### src/rtl/pio_pkg.sv
package pio_pkg;

    localparam int PORT_W    = 8;
    localparam int NUM_PORTS = 3;
    localparam int IDX_W     = $clog2(PORT_W);
    localparam int NIB_W     = PORT_W / 2;

    // control word bit positions (behaviour depends on them)
    localparam int CW_CFG = 7;
    localparam int CW_A   = 4;
    localparam int CW_CU  = 3;
    localparam int CW_B   = 1;
    localparam int CW_CL  = 0;
    localparam int CW_IDX_LO = 1;
    localparam int CW_VAL = 0;

    typedef enum logic [1:0] {
        REG_PA   = 2'd0,
        REG_PB   = 2'd1,
        REG_PC   = 2'd2,
        REG_CTRL = 2'd3
    } reg_sel_e;

    typedef struct packed {
        logic a_in;
        logic cu_in;
        logic b_in;
        logic cl_in;
    } grp_dir_t;

    localparam grp_dir_t DIR_RESET = '{a_in: 1'b1, cu_in: 1'b1, b_in: 1'b1, cl_in: 1'b1};

    function automatic logic [PORT_W-1:0] dir_readback(input grp_dir_t d);
        logic [PORT_W-1:0] w;
        w = '0;
        w[CW_CFG] = 1'b1;
        w[CW_A]   = d.a_in;
        w[CW_CU]  = d.cu_in;
        w[CW_B]   = d.b_in;
        w[CW_CL]  = d.cl_in;
        return w;
    endfunction

    function automatic logic [PORT_W-1:0] bit_update(input logic [PORT_W-1:0] cur,
                                                     input logic [IDX_W-1:0] idx,
                                                     input logic val);
        logic [PORT_W-1:0] r;
        r = cur;
        r[idx] = val;
        return r;
    endfunction

endpackage

### src/rtl/pio_sync.sv
module pio_sync #(
    parameter int W      = 8,
    parameter int STAGES = 2
) (
    input  logic         clk,
    input  logic         rst,
    input  logic [W-1:0] d,
    output logic [W-1:0] q
);
    logic [W-1:0] stg [STAGES];

    generate
        for (genvar i = 0; i < STAGES; i++) begin : g_stage
            if (i == 0) begin : g_first
                always_ff @(posedge clk) begin
                    if (rst) stg[0] <= '0;
                    else     stg[0] <= d;
                end
            end else begin : g_next
                always_ff @(posedge clk) begin
                    if (rst) stg[i] <= '0;
                    else     stg[i] <= stg[i-1];
                end
            end
        end
    endgenerate

    assign q = stg[STAGES-1];
endmodule

### src/rtl/pio_cfg.sv
module pio_cfg
    import pio_pkg::*;
(
    input  logic     clk,
    input  logic     rst,
    input  logic     cfg_we,
    input  logic     bsr_we,
    input  grp_dir_t new_dir,
    output grp_dir_t dir
);
    grp_dir_t dir_q;

    always_ff @(posedge clk) begin
        if (rst)         dir_q <= DIR_RESET;
        else if (cfg_we) dir_q <= new_dir;
    end

    assign dir = dir_q;

    assert_reset_inputs_R1: assert property (@(posedge clk) disable iff (rst)
        $past(rst) |-> (dir_q == DIR_RESET));

    assert_bsr_keeps_dir_R6: assert property (@(posedge clk) disable iff (rst)
        bsr_we |=> $stable(dir_q));

    assert_cfg_loads_dir_R3: assert property (@(posedge clk) disable iff (rst)
        cfg_we |=> (dir_q == $past(new_dir)));
endmodule

### src/rtl/pio_latches.sv
module pio_latches
    import pio_pkg::*;
(
    input  logic              clk,
    input  logic              rst,
    input  logic [NUM_PORTS-1:0] port_we,
    input  logic              cfg_we,
    input  logic              bsr_we,
    input  logic [PORT_W-1:0] wdata,
    output logic [PORT_W-1:0] lat_a,
    output logic [PORT_W-1:0] lat_b,
    output logic [PORT_W-1:0] lat_c
);
    logic [PORT_W-1:0] lat_q [NUM_PORTS];
    logic [IDX_W-1:0]  bsr_idx;
    logic              bsr_val;
    logic              any_we;

    assign bsr_idx = wdata[CW_IDX_LO +: IDX_W];
    assign bsr_val = wdata[CW_VAL];
    assign any_we  = (|port_we) | cfg_we | bsr_we;

    generate
        for (genvar p = 0; p < NUM_PORTS; p++) begin : g_port
            if (p == int'(REG_PC)) begin : g_pc
                always_ff @(posedge clk) begin
                    if (rst || cfg_we)  lat_q[p] <= '0;
                    else if (bsr_we)    lat_q[p] <= bit_update(lat_q[p], bsr_idx, bsr_val);
                    else if (port_we[p]) lat_q[p] <= wdata;
                end
            end else begin : g_pab
                always_ff @(posedge clk) begin
                    if (rst || cfg_we)  lat_q[p] <= '0;
                    else if (port_we[p]) lat_q[p] <= wdata;
                end
            end
        end
    endgenerate

    assign lat_a = lat_q[REG_PA];
    assign lat_b = lat_q[REG_PB];
    assign lat_c = lat_q[REG_PC];

    assert_cfg_clears_R4: assert property (@(posedge clk) disable iff (rst)
        cfg_we |=> (lat_a == '0 && lat_b == '0 && lat_c == '0));

    assert_bsr_one_bit_R6: assert property (@(posedge clk) disable iff (rst)
        bsr_we |=> ($countones(lat_c ^ $past(lat_c)) <= 1));

    assert_bsr_value_R6: assert property (@(posedge clk) disable iff (rst)
        bsr_we |=> (lat_c[$past(bsr_idx)] == $past(bsr_val)));

    assert_idle_hold_R9: assert property (@(posedge clk) disable iff (rst)
        !any_we |=> ($stable(lat_a) && $stable(lat_b) && $stable(lat_c)));
endmodule

### src/rtl/pio_rdmux.sv
module pio_rdmux
    import pio_pkg::*;
(
    input  logic              rd_en,
    input  reg_sel_e          rsel,
    input  grp_dir_t          dir,
    input  logic [PORT_W-1:0] lat_a,
    input  logic [PORT_W-1:0] lat_b,
    input  logic [PORT_W-1:0] lat_c,
    input  logic [PORT_W-1:0] pin_a,
    input  logic [PORT_W-1:0] pin_b,
    input  logic [PORT_W-1:0] pin_c,
    output logic [PORT_W-1:0] rdata
);
    logic [PORT_W-1:0] val_a, val_b, val_c;

    always_comb begin
        val_a = dir.a_in ? pin_a : lat_a;
        val_b = dir.b_in ? pin_b : lat_b;
        val_c[PORT_W-1:NIB_W] = dir.cu_in ? pin_c[PORT_W-1:NIB_W] : lat_c[PORT_W-1:NIB_W];
        val_c[NIB_W-1:0]      = dir.cl_in ? pin_c[NIB_W-1:0]      : lat_c[NIB_W-1:0];
    end

    always_comb begin
        rdata = '0;
        if (rd_en) begin
            unique case (rsel)
                REG_PA:   rdata = val_a;
                REG_PB:   rdata = val_b;
                REG_PC:   rdata = val_c;
                REG_CTRL: rdata = dir_readback(dir);
                default:  rdata = '0;
            endcase
        end
    end
endmodule

### src/rtl/pio_mode0_top.sv
module pio_mode0_top
    import pio_pkg::*;
#(
    parameter int SYNC_STAGES = 2
) (
    input  logic              clk,
    input  logic              rst,
    input  logic              sel,
    input  logic              rd,
    input  logic              wr,
    input  logic [1:0]        addr,
    input  logic [PORT_W-1:0] wdata,
    output logic [PORT_W-1:0] rdata,
    input  logic [PORT_W-1:0] pa_in,
    output logic [PORT_W-1:0] pa_out,
    output logic              pa_oe,
    input  logic [PORT_W-1:0] pb_in,
    output logic [PORT_W-1:0] pb_out,
    output logic              pb_oe,
    input  logic [PORT_W-1:0] pc_in,
    output logic [PORT_W-1:0] pc_out,
    output logic              pcu_oe,
    output logic              pcl_oe
);
    localparam int PINS_W = NUM_PORTS * PORT_W;

    reg_sel_e            rsel;
    logic                wr_en, rd_en, ctrl_hit, cfg_we, bsr_we;
    logic [NUM_PORTS-1:0] port_we;
    grp_dir_t            new_dir, dir;
    logic [PORT_W-1:0]   lat_a, lat_b, lat_c;
    logic [PINS_W-1:0]   pins_sync;

    assign rsel     = reg_sel_e'(addr);
    assign wr_en    = sel & wr;
    assign rd_en    = sel & rd;
    assign ctrl_hit = wr_en && (rsel == REG_CTRL);
    assign cfg_we   = ctrl_hit &  wdata[CW_CFG];
    assign bsr_we   = ctrl_hit & ~wdata[CW_CFG];

    generate
        for (genvar p = 0; p < NUM_PORTS; p++) begin : g_we
            assign port_we[p] = wr_en && (rsel == reg_sel_e'(p));
        end
    endgenerate

    assign new_dir = '{a_in: wdata[CW_A], cu_in: wdata[CW_CU],
                       b_in: wdata[CW_B], cl_in: wdata[CW_CL]};

    pio_cfg u_cfg (
        .clk     (clk),
        .rst     (rst),
        .cfg_we  (cfg_we),
        .bsr_we  (bsr_we),
        .new_dir (new_dir),
        .dir     (dir)
    );

    pio_latches u_lat (
        .clk     (clk),
        .rst     (rst),
        .port_we (port_we),
        .cfg_we  (cfg_we),
        .bsr_we  (bsr_we),
        .wdata   (wdata),
        .lat_a   (lat_a),
        .lat_b   (lat_b),
        .lat_c   (lat_c)
    );

    pio_sync #(.W(PINS_W), .STAGES(SYNC_STAGES)) u_sync (
        .clk (clk),
        .rst (rst),
        .d   ({pc_in, pb_in, pa_in}),
        .q   (pins_sync)
    );

    pio_rdmux u_rd (
        .rd_en (rd_en),
        .rsel  (rsel),
        .dir   (dir),
        .lat_a (lat_a),
        .lat_b (lat_b),
        .lat_c (lat_c),
        .pin_a (pins_sync[0*PORT_W +: PORT_W]),
        .pin_b (pins_sync[1*PORT_W +: PORT_W]),
        .pin_c (pins_sync[2*PORT_W +: PORT_W]),
        .rdata (rdata)
    );

    assign pa_out = lat_a;
    assign pb_out = lat_b;
    assign pc_out = lat_c;
    assign pa_oe  = ~dir.a_in;
    assign pb_oe  = ~dir.b_in;
    assign pcu_oe = ~dir.cu_in;
    assign pcl_oe = ~dir.cl_in;

    assert_rd_idle_zero_R9: assert property (@(posedge clk) disable iff (rst)
        !(sel && rd) |-> (rdata == '0));

    assert_port_write_R2: assert property (@(posedge clk) disable iff (rst)
        (wr_en && rsel == REG_PA) |=> (pa_out == $past(wdata)));
endmodule

### config.mk
export PLATFORM = sky130hd
export DESIGN_NAME = pio_mode0_top
export DESIGN_NICKNAME = d
export VERILOG_FILES = /design/src/rtl/pio_pkg.sv /design/src/rtl/pio_sync.sv /design/src/rtl/pio_cfg.sv /design/src/rtl/pio_latches.sv /design/src/rtl/pio_rdmux.sv /design/src/rtl/pio_mode0_top.sv
export SDC_FILE = /design/constraint.sdc
export NUM_CORES = 1
export LEC_CHECK = 0
export BUFFER_PORTS_ARGS = -buffer_cell sky130_fd_sc_hd__clkbuf_2
export CAP_MARGIN = 20
export CORE_UTILIZATION = 51
export DETAILED_ROUTE_END_ITERATION = 16
export PLACE_DENSITY = 0.79
export SLEW_MARGIN = 20
export SYNTH_ARGS = -nofsm -noshare
export SYNTH_HDL_FRONTEND = slang
export SYNTH_SLANG_ARGS = --single-unit
### constraint.sdc
create_clock -name clk -period 2.7 [get_ports clk]
set_clock_uncertainty 0.05 [all_clocks]
set_input_delay 0.54 -clock clk [delete_from_list [all_inputs] [get_ports clk]]
set_output_delay 0.54 -clock clk [all_outputs]
set_load 0.01 [all_outputs]
[Yosys cells after proc, flatten, opt, wreduce, memory -nomap -nowiden]
Memories as Yosys holds them, arrays and structs flattened.
Cells that the tools add are included.
Operators by class
  equality and inequality tests: 3
  magnitude comparators: 2
  multiplexer cells: 33
  reductions and logical operators: 7
  bitwise gates (word level): 15
Operators with widths (count)
  two-way mux 8 bit: 7
  two-way mux 24 bit: 2
  one-hot mux 8 bit (4 select lines): 1
  two-way mux 1 bit: 19
  bitwise mux 8 bit: 1
  two-way mux 4 bit: 2
  bitwise OR 1 bit: 6
  logical AND 1 bit: 5
  NOT 1 bit: 5
  AND 1 bit: 4
  == test 2 bit, second input constant: 2
  < comparator 3 x 4 -> 1 bit, second input constant: 1
  demux 1 bit (select 3 bit): 1
  greater-or-equal comparator 3 x 1 -> 1 bit, second input constant: 1
  == test 2 x 1 -> 1 bit, second input constant: 1
  logical NOT 2 bit: 1
  logical OR 1 bit: 1
Word-level totals
  register bits after elaboration: 4
  memories kept: 2
  input bits: 39
  memory bits (writable): 72
Memory list
  u_sync.stg: depth 2, bits a word 24, rd ports 2, clocked after Yosys merged registers in 0, write ports 2, RTL line pio_sync.sv:10  | logic [W-1:0] stg [STAGES];
  u_lat.lat_q: depth 3, bits a word 8, rd ports 3, clocked after Yosys merged registers in 0, write ports 3, RTL line pio_latches.sv:14  | logic [PORT_W-1:0] lat_q [NUM_PORTS];

[Logic depth before layout (Yosys ltp)]
Gate-level depths: netlist of run 1.
  word-level depth: 8
  mapped depth: 5
  mapped depth without buffers: 3

[Modules after synthesis]
Synthesis of run 1 repeated with hierarchy kept, for this count alone.
Unflattened totals
  cell total of the unflattened synthesis: 273
  area, all modules: 3159.3 um^2
Modules (own cells, without submodules)
  pio_sync: area an instance 1305.0 um^2, sequential area each 960.9 um^2, cells each 101, times used 1
  pio_latches: area an instance 1178.6 um^2, sequential area each 720.7 um^2, cells each 87, times used 1
  pio_rdmux: area an instance 461.7 um^2, sequential area each 0.0 um^2, cells each 61, times used 1
  pio_cfg: area an instance 140.1 um^2, sequential area each 80.1 um^2, cells each 12, times used 1
  pio_mode0_top: area an instance 73.8 um^2, sequential area each 0.0 um^2, cells each 12, times used 1

[Worst setup path before layout of run 1]
Ideal clock, no wire load.
  path kind: input-to-reg
  start point: input port addr[0]
  end point: memory u_lat.lat_q[0][0] (enable)
  arrival: 1.613 ns
  path buffers: 2
  slack: 0.662 ns
  stages on the path: 5
  required time: 2.275 ns
  cell sequence: buf_2 buf_2 nor2_1 a21oi_1 o21bai_1
RTL lines
  start, declared: RTL line pio_mode0_top.sv:11  | input logic [1:0] addr,
  end, declared: RTL line pio_latches.sv:14

[Worst setup path after layout of run 1]
  start point: register u_cfg.dir_q, in the netlist u_cfg.dir[3]
  end point: output port rdata[5]
Between the ends
  word-level cells in the longest chain between the ends: 3
RTL lines
  start, declared: RTL line pio_cfg.sv:11  | grp_dir_t dir_q;
  start signal, assigned: RTL line pio_cfg.sv:15  | else if (cfg_we) dir_q <= new_dir;
  two-way mux 8 bit: RTL line pio_rdmux.sv:18  | val_a = dir.a_in ? pin_a : lat_a;
  one-hot mux 8 bit (4 select lines): RTL line pio_rdmux.sv:27  | unique case (rsel)
  two-way mux 8 bit: RTL line pio_rdmux.sv:26  | if (rd_en) begin
  end, declared: RTL line pio_mode0_top.sv:13  | output logic [PORT_W-1:0] rdata,
Every way passes these cells.

==> run_results.csv, run 1 <==
group,metric,value,unit
critical_path,crit_fanout,9,
pwr,finalPower,2.480,mW
cells_and_area,antenna_cells,0,
sta,finalSetupTns,0,ps
clock_tree,cts_root_buf,"clkbuf_8",
die,die_w,80.86,um
global_route,grt-ovfl-total,0,
drt,vias_per_cell,5.441,
critical_path,r2r_cells,3,
sta,slew_headroom,0.6495,
global_route,grtUsageTotal,0.2309,
logic_synthesis,syn_nets,319,
clock_tree,htree_num_levels,3,
drt,drt_pass1_iterations,5,
drt,drt-wirelength-per-cell,16.84,um
cells_and_area,design_area,3767,um2
logic_synthesis,ys_types,38,
critical_path,slowest_stage,"dfxtp_1",
die,core,5956,um2
logic_synthesis,synth_seq_cells,76,
global_route,grt_antenna_before_repair,0,
clock_tree,clock-sinks,76,
critical_path,timing.rr.end,"u_cfg.dir[3]",
critical_path,critPathKind,"reg2out",
critical_path,crit_arrival,1920,ps
pwr,powerDensity,658.2,nW/um2
drt,via_count,2318,
logic_synthesis,ys_seq_area_frac,0.5554,
place,place_area,3540,um2
sta,setup_violations,0,
sta,rsz0062_at_grt,"false",
status,status,"completed",
global_route,grt_max_degree,56,
logic_synthesis,synth_area_per_cell,11.33,um2
logic_synthesis,synth_top_area_frac,0.3282,
clock_tree,clk_path_buf_depth,2,
drt,drcViolationCount,0,
worst_hold_path,hp-class,"in2reg",
worst_hold_path,min_to,"u_sync.stg[0][3]",
logic_synthesis,async_reset_ff_frac,0,
cells_and_area,fillers,489,
worst_hold_path,min_from,"pa_in[3]",
die,start_util,0.5326,
sta,tightest_slew,525.1,ps
clock_tree,post_cts_resized,0,
sta,finalHoldViolCount,0,
logic_synthesis,syn_inst,280,
cells_and_area,drive_above_1_share,0.2906,
logic_synthesis,syn_area,3172,um2
logic_synthesis,yosys_warnings,0,
logic_synthesis,synth_area_leader_cell,"dfxtp_1",
sta,clock.fmax,0.3990,GHz
clock_tree,post-cts-setup-buffer-count,0,
sta,layout_min_cycle_time,2506,ps
die,die_area,6538,um2
critical_path,critPathBufInv,1,
drt,drt_iter0_drc,177,
place,portBuffers,74,
die,core.rowCount,28,
critical_path,crit_required,2110,ps
clock_tree,clock_latency,350,ps
worst_hold_path,hold_depth,2,
place,hpwl,5.066,mm
sta,hold_ws,335.7,ps
clock_tree,ctsHoldBuffers,0,
pwr,peakVddDrop,403.7,uV
clock_tree,cts_buffers,9,
die,die_h,80.86,um
critical_path,r2r_start,"u_cfg.dir[3]",
clock_tree,cts.clk_slew.worst_paths,90,ps
clock_tree,cts_tree,"done",
global_route,grt_pass1_wl,10.43,mm
die,ios,75,
place,gp_congestion,0.9200,
critical_path,r2r_slack,1510,ps
sta,period_share,0.9282,
logic_synthesis,synth.area.top_cells,"dfxtp_1 (33%), edfxtp_1 (23%), nor2b_1 (9.5%)",
critical_path,crit_chain,"mux2i_1 > mux2_2 > o22ai_1 > clkbuf_2",
sta,slew_violations,0,
logic_synthesis,synth_edf_count,24,
critical_path,startpoint_type,"flop",
drt,wl,7.174,mm
cells_and_area,fin_nets,385,
critical_path,critPathMaxStageDelay,650,ps
critical_path,crit_family,"flip-flops",
job,cap_violations,0,
pwr,p_leak,1.739,nW
critical_path,cp-end-kind,"output port",
global_route,grt_pass1_vias,1995,
cells_and_area,syn_to_final_growth,18.78,%
drt,drtAntennaViolNets,0,
logic_synthesis,synth_top_flop_cell,"dfxtp_1",
==> flip-flops by register name, summed over array words and instances (netlist names) <==
name / cells
u_cfg.dir: 4
u_lat.lat_q: 24
u_sync.stg: 48
==> how the worst max path moves through the flow <==
stage | start | endpoint | slack (ps) | cells after the start
floorplan | addr[0] | u_lat.lat_q[0][0] | 660 | 5
global placement | addr[0] | rdata[6] | 430 | 5
detailed placement | addr[0] | rdata[6] | 410 | 5
CTS | u_cfg.dir[3] | rdata[4] | 160 | 4
global route | u_cfg.dir[1] | rdata[4] | 140 | 4
finish | u_cfg.dir[3] | rdata[5] | 190 | 4
==> layout make-up <==
type                       count  area (um2)  area share
sequential                    76        1762      0.4676
multi-input combinational    176        1269      0.3368
timing repair buffer          77       392.9      0.1043
clock buffer                   9       123.9     0.03288
clock inverter                 7       103.9     0.02757
tap                           75       93.84     0.02491
inverter                       6       22.52    0.005978
==> cell usage in the layout, fill, tap and decap left out, types with 3 or more instances in the layout <==
cell type  Yosys  layout
nor3_1         5       5
and2_1         8       8
clkbuf_2       0      74
inv_1          6       6
buf_4          3       3
a21oi_1        9       9
nor2b_1       48      48
edfxtp_1      24      24
a211oi_1       5       5
nor2_1         7       7
mux2i_1       29      29
o21a_1         3       3
nand2_1        5       5
nand3_1        8       8
nor3b_1        3       3
dfxtp_1       52      52
mux2_2         5       5
o22ai_1        5       5
nand3b_1       3       3
clkbuf_8       0       9
and3_1        10      10
a311o_1        4       4
==> per-layer routing <==
metal  global-route usage  wire [um]
met2               0.3647       3396
met4               0.1304        173
met1               0.2860       3005
met3              0.06067        598
met5                    0          0
==> cells by family after synthesis <==
family,synth area share
AOI/OAI and AO/OA,0.07811
buffers and inverters,0.04457
DFF,0.5554
muxes,0.1235
and+or+nand+nor,0.1984
==> Yosys cell counts, drive strengths merged (2+ instances only) <==
library cell,count
and4b,2
clkbuf,9
buf,13
nand2,6
nand3b,3
a311o,4
o21bai,2
and2,9
mux4,2
and3,10
nor2b,48
o22ai,5
nor2,7
a21oi,9
dfxtp,52
edfxtp,24
a211oi,5
o32ai,2
nor3b,3
o21a,3
mux2,5
inv,6
nand3,8
mux2i,29
nor3,5
==> power by group <==
part,internal (mW),leakage [nW],switching [mW]
logic,0.0983,0.953,0.123
clock network,0.535,0.117,0.457
registers,1.24,0.670,0.0305
total,1.87,1.74,0.610
==> stage by stage <==
step / std cells / worst slack (ps) / util
after floorplan: 280 / 662.1 / -
after global placement: 410 / 433.8 / 0.5943
after detailed placement: 410 / 408.5 / 0.5943
after CTS: 426 / 161.4 / 0.6326
after global routing: 426 / 141.9 / 0.6326
final: 426 / 193.9 / 0.6326
Note: power is estimated with default switching activity, not from simulation.
==> run 2, diff against run 1 <==
--- a/config.mk
+++ b/config.mk
@@ -9,6 +9,8 @@
 export CAP_MARGIN = 20
 export CORE_UTILIZATION = 51
 export DETAILED_ROUTE_END_ITERATION = 16
+export GPL_ROUTABILITY_DRIVEN = 0
+export GPL_TIMING_DRIVEN = 0
 export PLACE_DENSITY = 0.79
 export SLEW_MARGIN = 20
 export SYNTH_ARGS = -nofsm -noshare
==> run 2 against run 1 <==
Effect of this change:
- first-iteration DRC count grew 47%
- register-to-register slack gained 70 ps
- global-route usage grew 1.2 points
- via count grew 3.1%
- sequential power is essentially flat
- critical path depth grew 1
- routed wire length grew 3.0%
- combinational power grew 5%
- sequential share of layout area shrank 1.1 points
==> run_results.csv, run 2 (synthesis gave the netlist of run 1 again) <==
group,metric,value,unit
cells_and_area,seq_area,1762,um2
global_route,gr-usage-met1,0.3005,
global_route,met2_usage,0.3756,
clock_tree,post_cts_resized,0,
critical_path,r2r_slack,1580,ps
pwr,peakVddDrop,508.7,uV
cells_and_area,mostFrequentLayoutCell,"clkbuf_2",
critical_path,crit_fanout,10,
die,start_util,0.5326,
cells_and_area,multi_input_area,1269,um2
clock_tree,cts_root_buf,"clkbuf_8",
global_route,grt-ovfl-total,0,
clock_tree,post-cts-setup-buffer-count,0,
critical_path,startpoint_type,"flop",
die,core,5956,um2
die,core.rowCount,28,
drt,vias_per_cell,5.395,
cells_and_area,drive_above_1_share,0.2989,
drt,drt-wirelength-per-cell,16.67,um
critical_path,critPathKind,"reg2out",
global_route,grt_antenna_before_repair,0,
critical_path,crit_arrival,1770,ps
global_route,gr-usage-met3,0.07640,
status,status,"completed",
sta,finalHoldViolCount,0,
drt,drt_pass1_iterations,4,
worst_hold_path,hold_depth,2,
sta,setup_violations,0,
worst_hold_path,min_to,"u_sync.stg[0][1]",
worst_hold_path,min_from,"pa_in[1]",
cells_and_area,fillers,488,
pwr,p_leak,1.787,nW
drt,wl,7.387,mm
sta,layout_min_cycle_time,2358,ps
drt,drt_iter0_drc,260,
pwr,powerDensity,634.3,nW/um2
drt,drtAntennaViolNets,0,
critical_path,r2r_start,"u_cfg.dir[3]",
drt,via_count,2390,
clock_tree,clock_latency,350,ps
sta,slew_violations,0,
clock_tree,cts_buffers,9,
global_route,grtUsageTotal,0.2428,
sta,tightest_slew,763.0,ps
cells_and_area,largest_register,"u_sync.stg",
die,die_area,6538,um2
critical_path,crit_required,2110,ps
cells_and_area,final_cell_mix,"clkbuf_2 (72), dfxtp_1 (52), nor2b_1 (48)",
clock_tree,clock-sinks,76,
clock_tree,ctsHoldBuffers,0,
place,hpwl,5.422,mm
pwr,finalPower,2.446,mW
critical_path,timing.rr.end,"u_cfg.dir[3]",
critical_path,r2r_cells,4,
global_route,busiest_layer,"met2",
sta,rsz0062_at_grt,"false",
sta,hold_ws,336.4,ps
drt,drcViolationCount,0,
place,portBuffers,72,
sta,clock.fmax,0.4240,GHz
clock_tree,cts_tree,"done",
cells_and_area,fin_nets,402,
sta,finalSetupTns,0,ps
global_route,grt_pass1_vias,2207,
worst_hold_path,hp-class,"in2reg",
cells_and_area,syn_to_final_growth,21.58,%
die,die_w,80.86,um
job,cap_violations,0,
sta,slew_headroom,0.4903,
sta,period_share,0.8735,
clock_tree,htree_num_levels,3,
clock_tree,cts.clk_slew.worst_paths,80,ps
cells_and_area,antenna_cells,0,
clock_tree,clk_path_buf_depth,2,
global_route,grt_pass1_wl,11.08,mm
die,ios,75,
critical_path,cp-end-kind,"output port",
die,die_h,80.86,um
global_route,grt_max_degree,15,
cells_and_area,largest_reg_flops,48,
[run 2: changes by cell type in the layout (fill, tap and decap cells not counted)]
cell,before,now
clkbuf_1,0,9
clkinv_2,0,1
buf_2,0,8
bufinv_16,2,0
clkinv_4,1,0
clkbuf_2,74,72
inv_6,2,1
buf_6,0,2
clkbuf_16,0,3
[run 2: worst max path at each step]
stage,startpoint,to,slack [ps],cells after the start
after global routing,addr[1],rdata[6],290,6
final,u_cfg.dir[1],rdata[3],340,5
after CTS,u_cfg.dir[3],rdata[3],350,5
after floorplan,addr[0],u_lat.lat_q[0][0],660,5
after detailed placement,rst,u_lat.lat_q[0][0],250,4
after global placement,addr[0],u_lat.lat_q[0][0],320,5
[run 2: power breakdown]
group,switching [mW],internal (mW)
registers,0.0270,1.24
logic,0.130,0.104
clock network,0.438,0.510
[run 2: cell type report]
type / count / share of cell area
buffer: 22 / 0.03082
clock buffer: 12 / 0.05159
clock inverter: 4 / 0.008112
inverter: 6 / 0.005840
multi-input combinational: 176 / 0.3290
sequential: 76 / 0.4568
tap: 75 / 0.02433
timing repair buffer: 72 / 0.09345
[run 2: per-stage QoR]
stage | utilization | cells | cell area [um2] | setup slack [ps]
detailed placement | 0.6088 | 427 | 3626 | 247.9
global placement | 0.6088 | 427 | 3626 | 316.8
CTS | 0.6475 | 443 | 3856 | 350.1
global route | 0.6475 | 443 | 3856 | 292.0
finish | 0.6475 | 443 | 3856 | 341.5
floorplan | - | 280 | 3172 | 662.1
[run 2: critical path, stage by stage (launching register included)]
cell and delay, ps:
dfxtp_1 320, buf_4 200, mux2i_1 100, mux4_2 460, nor2_1 160, clkbuf_2 160
[run 2: layer usage]
metal	wire, um	part of all wire
met1	3054	0.41
met2	3548	0.48
met3	591	0.080
met4	192	0.026
met5	0	0
==> run 3, diff against run 2 <==
--- a/config.mk
+++ b/config.mk
@@ -12,6 +12,7 @@
 export GPL_ROUTABILITY_DRIVEN = 0
 export GPL_TIMING_DRIVEN = 0
 export PLACE_DENSITY = 0.79
+export RECOVER_POWER = 100
 export SLEW_MARGIN = 20
 export SYNTH_ARGS = -nofsm -noshare
 export SYNTH_HDL_FRONTEND = slang
==> run 3 against run 2 <==
Effect of this change:
- first-iteration DRC count down 3.1%
- via count up 0.25%
- cell count stayed put
- hold slack barely moved
- cell area is 1.2% lower
- core utilization decreased by 0.78 points
- setup slack worse by 51 ps
- global-route usage unchanged
- non-clock buffer count unchanged
- sequential cell count did not move
- critical path depth up 1
- critical endpoint is now rdata[6]
==> run_results.csv, run 3 (synthesis gave the netlist of run 1 again) <==
group,metric,value,unit
cells_and_area,drive_above_1_share,0.1984,
die,die_h,80.86,um
global_route,grt_pass1_vias,2207,
pwr,finalPower,2.439,mW
critical_path,critPathMaxStageDelay,250,ps
die,die_w,80.86,um
cells_and_area,mostFrequentLayoutCell,"dfxtp_1",
job,cap_violations,0,
die,core,5956,um2
die,ios,75,
critical_path,critPathBufInv,3,
drt,drtAntennaViolNets,0,
critical_path,slowest_stage,"o22ai_1",
sta,slew_violations,0,
clock_tree,cts_tree,"done",
global_route,grt_pass1_wl,11.08,mm
sta,finalHoldViolCount,0,
sta,finalSetupTns,0,ps
sta,period_share,0.8926,
sta,tightest_slew,771.8,ps
place,place_area,3626,um2
worst_hold_path,hp-class,"in2reg",
global_route,grt-ovfl-total,0,
place,hpwl,5.422,mm
cells_and_area,largest_reg_flops,48,
drt,vias_per_cell,5.409,
drt,via_count,2396,
cells_and_area,largest_register,"u_sync.stg",
clock_tree,clk_path_buf_depth,2,
critical_path,crit_chain,"clkbuf_1 > buf_4 > and2b_1 > nand3_1 > o22ai_1 > clkbuf_2",
die,core.rowCount,28,
cells_and_area,seq_area,1762,um2
drt,drt-wirelength-per-cell,16.75,um
clock_tree,post_cts_resized,0,
sta,rsz0062_at_grt,"false",
pwr,p_leak,1.671,nW
clock_tree,cts.clk_slew.worst_paths,80,ps
clock_tree,cts_buffers,9,
sta,slew_headroom,0.4844,
drt,drcViolationCount,0,
cells_and_area,multi_input_area,1266,um2
status,status,"completed",
critical_path,cp-end-kind,"output port",
global_route,grtUsageTotal,0.2428,
clock_tree,post-cts-setup-buffer-count,0,
cells_and_area,final_util,0.6397,
sta,setup_violations,0,
sta,layout_min_cycle_time,2410,ps
cells_and_area,syn_to_final_growth,20.12,%
die,start_util,0.5326,
critical_path,critPathKind,"in2out",
pwr,peakVddDrop,509.6,uV
cells_and_area,fillers,507,
cells_and_area,final_cell_mix,"dfxtp_1 (52), nor2b_1 (48), clkbuf_1 (44)",
critical_path,crit_fanout,10,
clock_tree,clock-sinks,76,
global_route,grt_antenna_before_repair,0,
clock_tree,htree_num_levels,3,
sta,hold_ws,336.2,ps
cells_and_area,antenna_cells,0,
critical_path,crit_arrival,1820,ps
critical_path,crit_required,2110,ps
cells_and_area,fin_nets,402,
drt,wl,7.420,mm
drt,drt_pass1_iterations,5,
global_route,grt_max_degree,15,
drt,drt_iter0_drc,252,
clock_tree,ctsHoldBuffers,0,
clock_tree,cts_root_buf,"clkbuf_8",
clock_tree,clock_latency,350,ps
pwr,powerDensity,640.2,nW/um2
critical_path,crit_family,"buffers and inverters",
cells_and_area,design_area,3810,um2
sta,clock.fmax,0.4150,GHz
place,portBuffers,72,
critical_path,startpoint_type,"input port",
die,die_area,6538,um2
-- run 3: final cells by class --
cell class | instances | share of cell area
buffer | 22 | 0.03120
clock buffer | 12 | 0.05222
multi-input combinational | 176 | 0.3323
sequential | 76 | 0.4624
inverter | 6 | 0.005911
clock inverter | 4 | 0.008210
timing repair buffer | 72 | 0.08309
tap | 75 | 0.02463
-- run 3: final timing paths --
kind	startpoint	to	slack, ps	cells past startpoint
setup / recovery	addr[1]	rdata[6]	290	6
hold / removal	pa_in[1]	u_sync.stg[0][1]	340	2
setup reg to reg	u_cfg.dir[3]	u_cfg.dir[3]	1580	4
hold reg to reg	u_sync.stg[0][13]	u_sync.stg[1][13]	390	1
-- run 3: worst reg2reg max path: stages, from the launching register on --
cell	delay (ps)
dfxtp_1	300
buf_4	170
inv_1	120
a21oi_1	60
a311o_1	310
-- run 3: stage by stage --
stage / setup WS (ps) / cells
detailed placement: 247.9 / 427
finish: 290.1 / 443
global route: 151.4 / 443
floorplan: 662.1 / 280
global placement: 316.8 / 427
CTS: 350.1 / 443
-- run 3: where the power goes --
group	switching, mW	internal [mW]
clock network	0.438	0.510
registers	0.0271	1.24
logic	0.131	0.0962
total	0.596	1.84
-- run 3: per-layer routing --
metal  global-route usage  vias up  share of wire
met5                    0        -              0
met4               0.1339        0          0.032
met3              0.07640       17          0.083
met2               0.3756      116           0.47
met1               0.3005     1115           0.42
li1                     -     1148              -
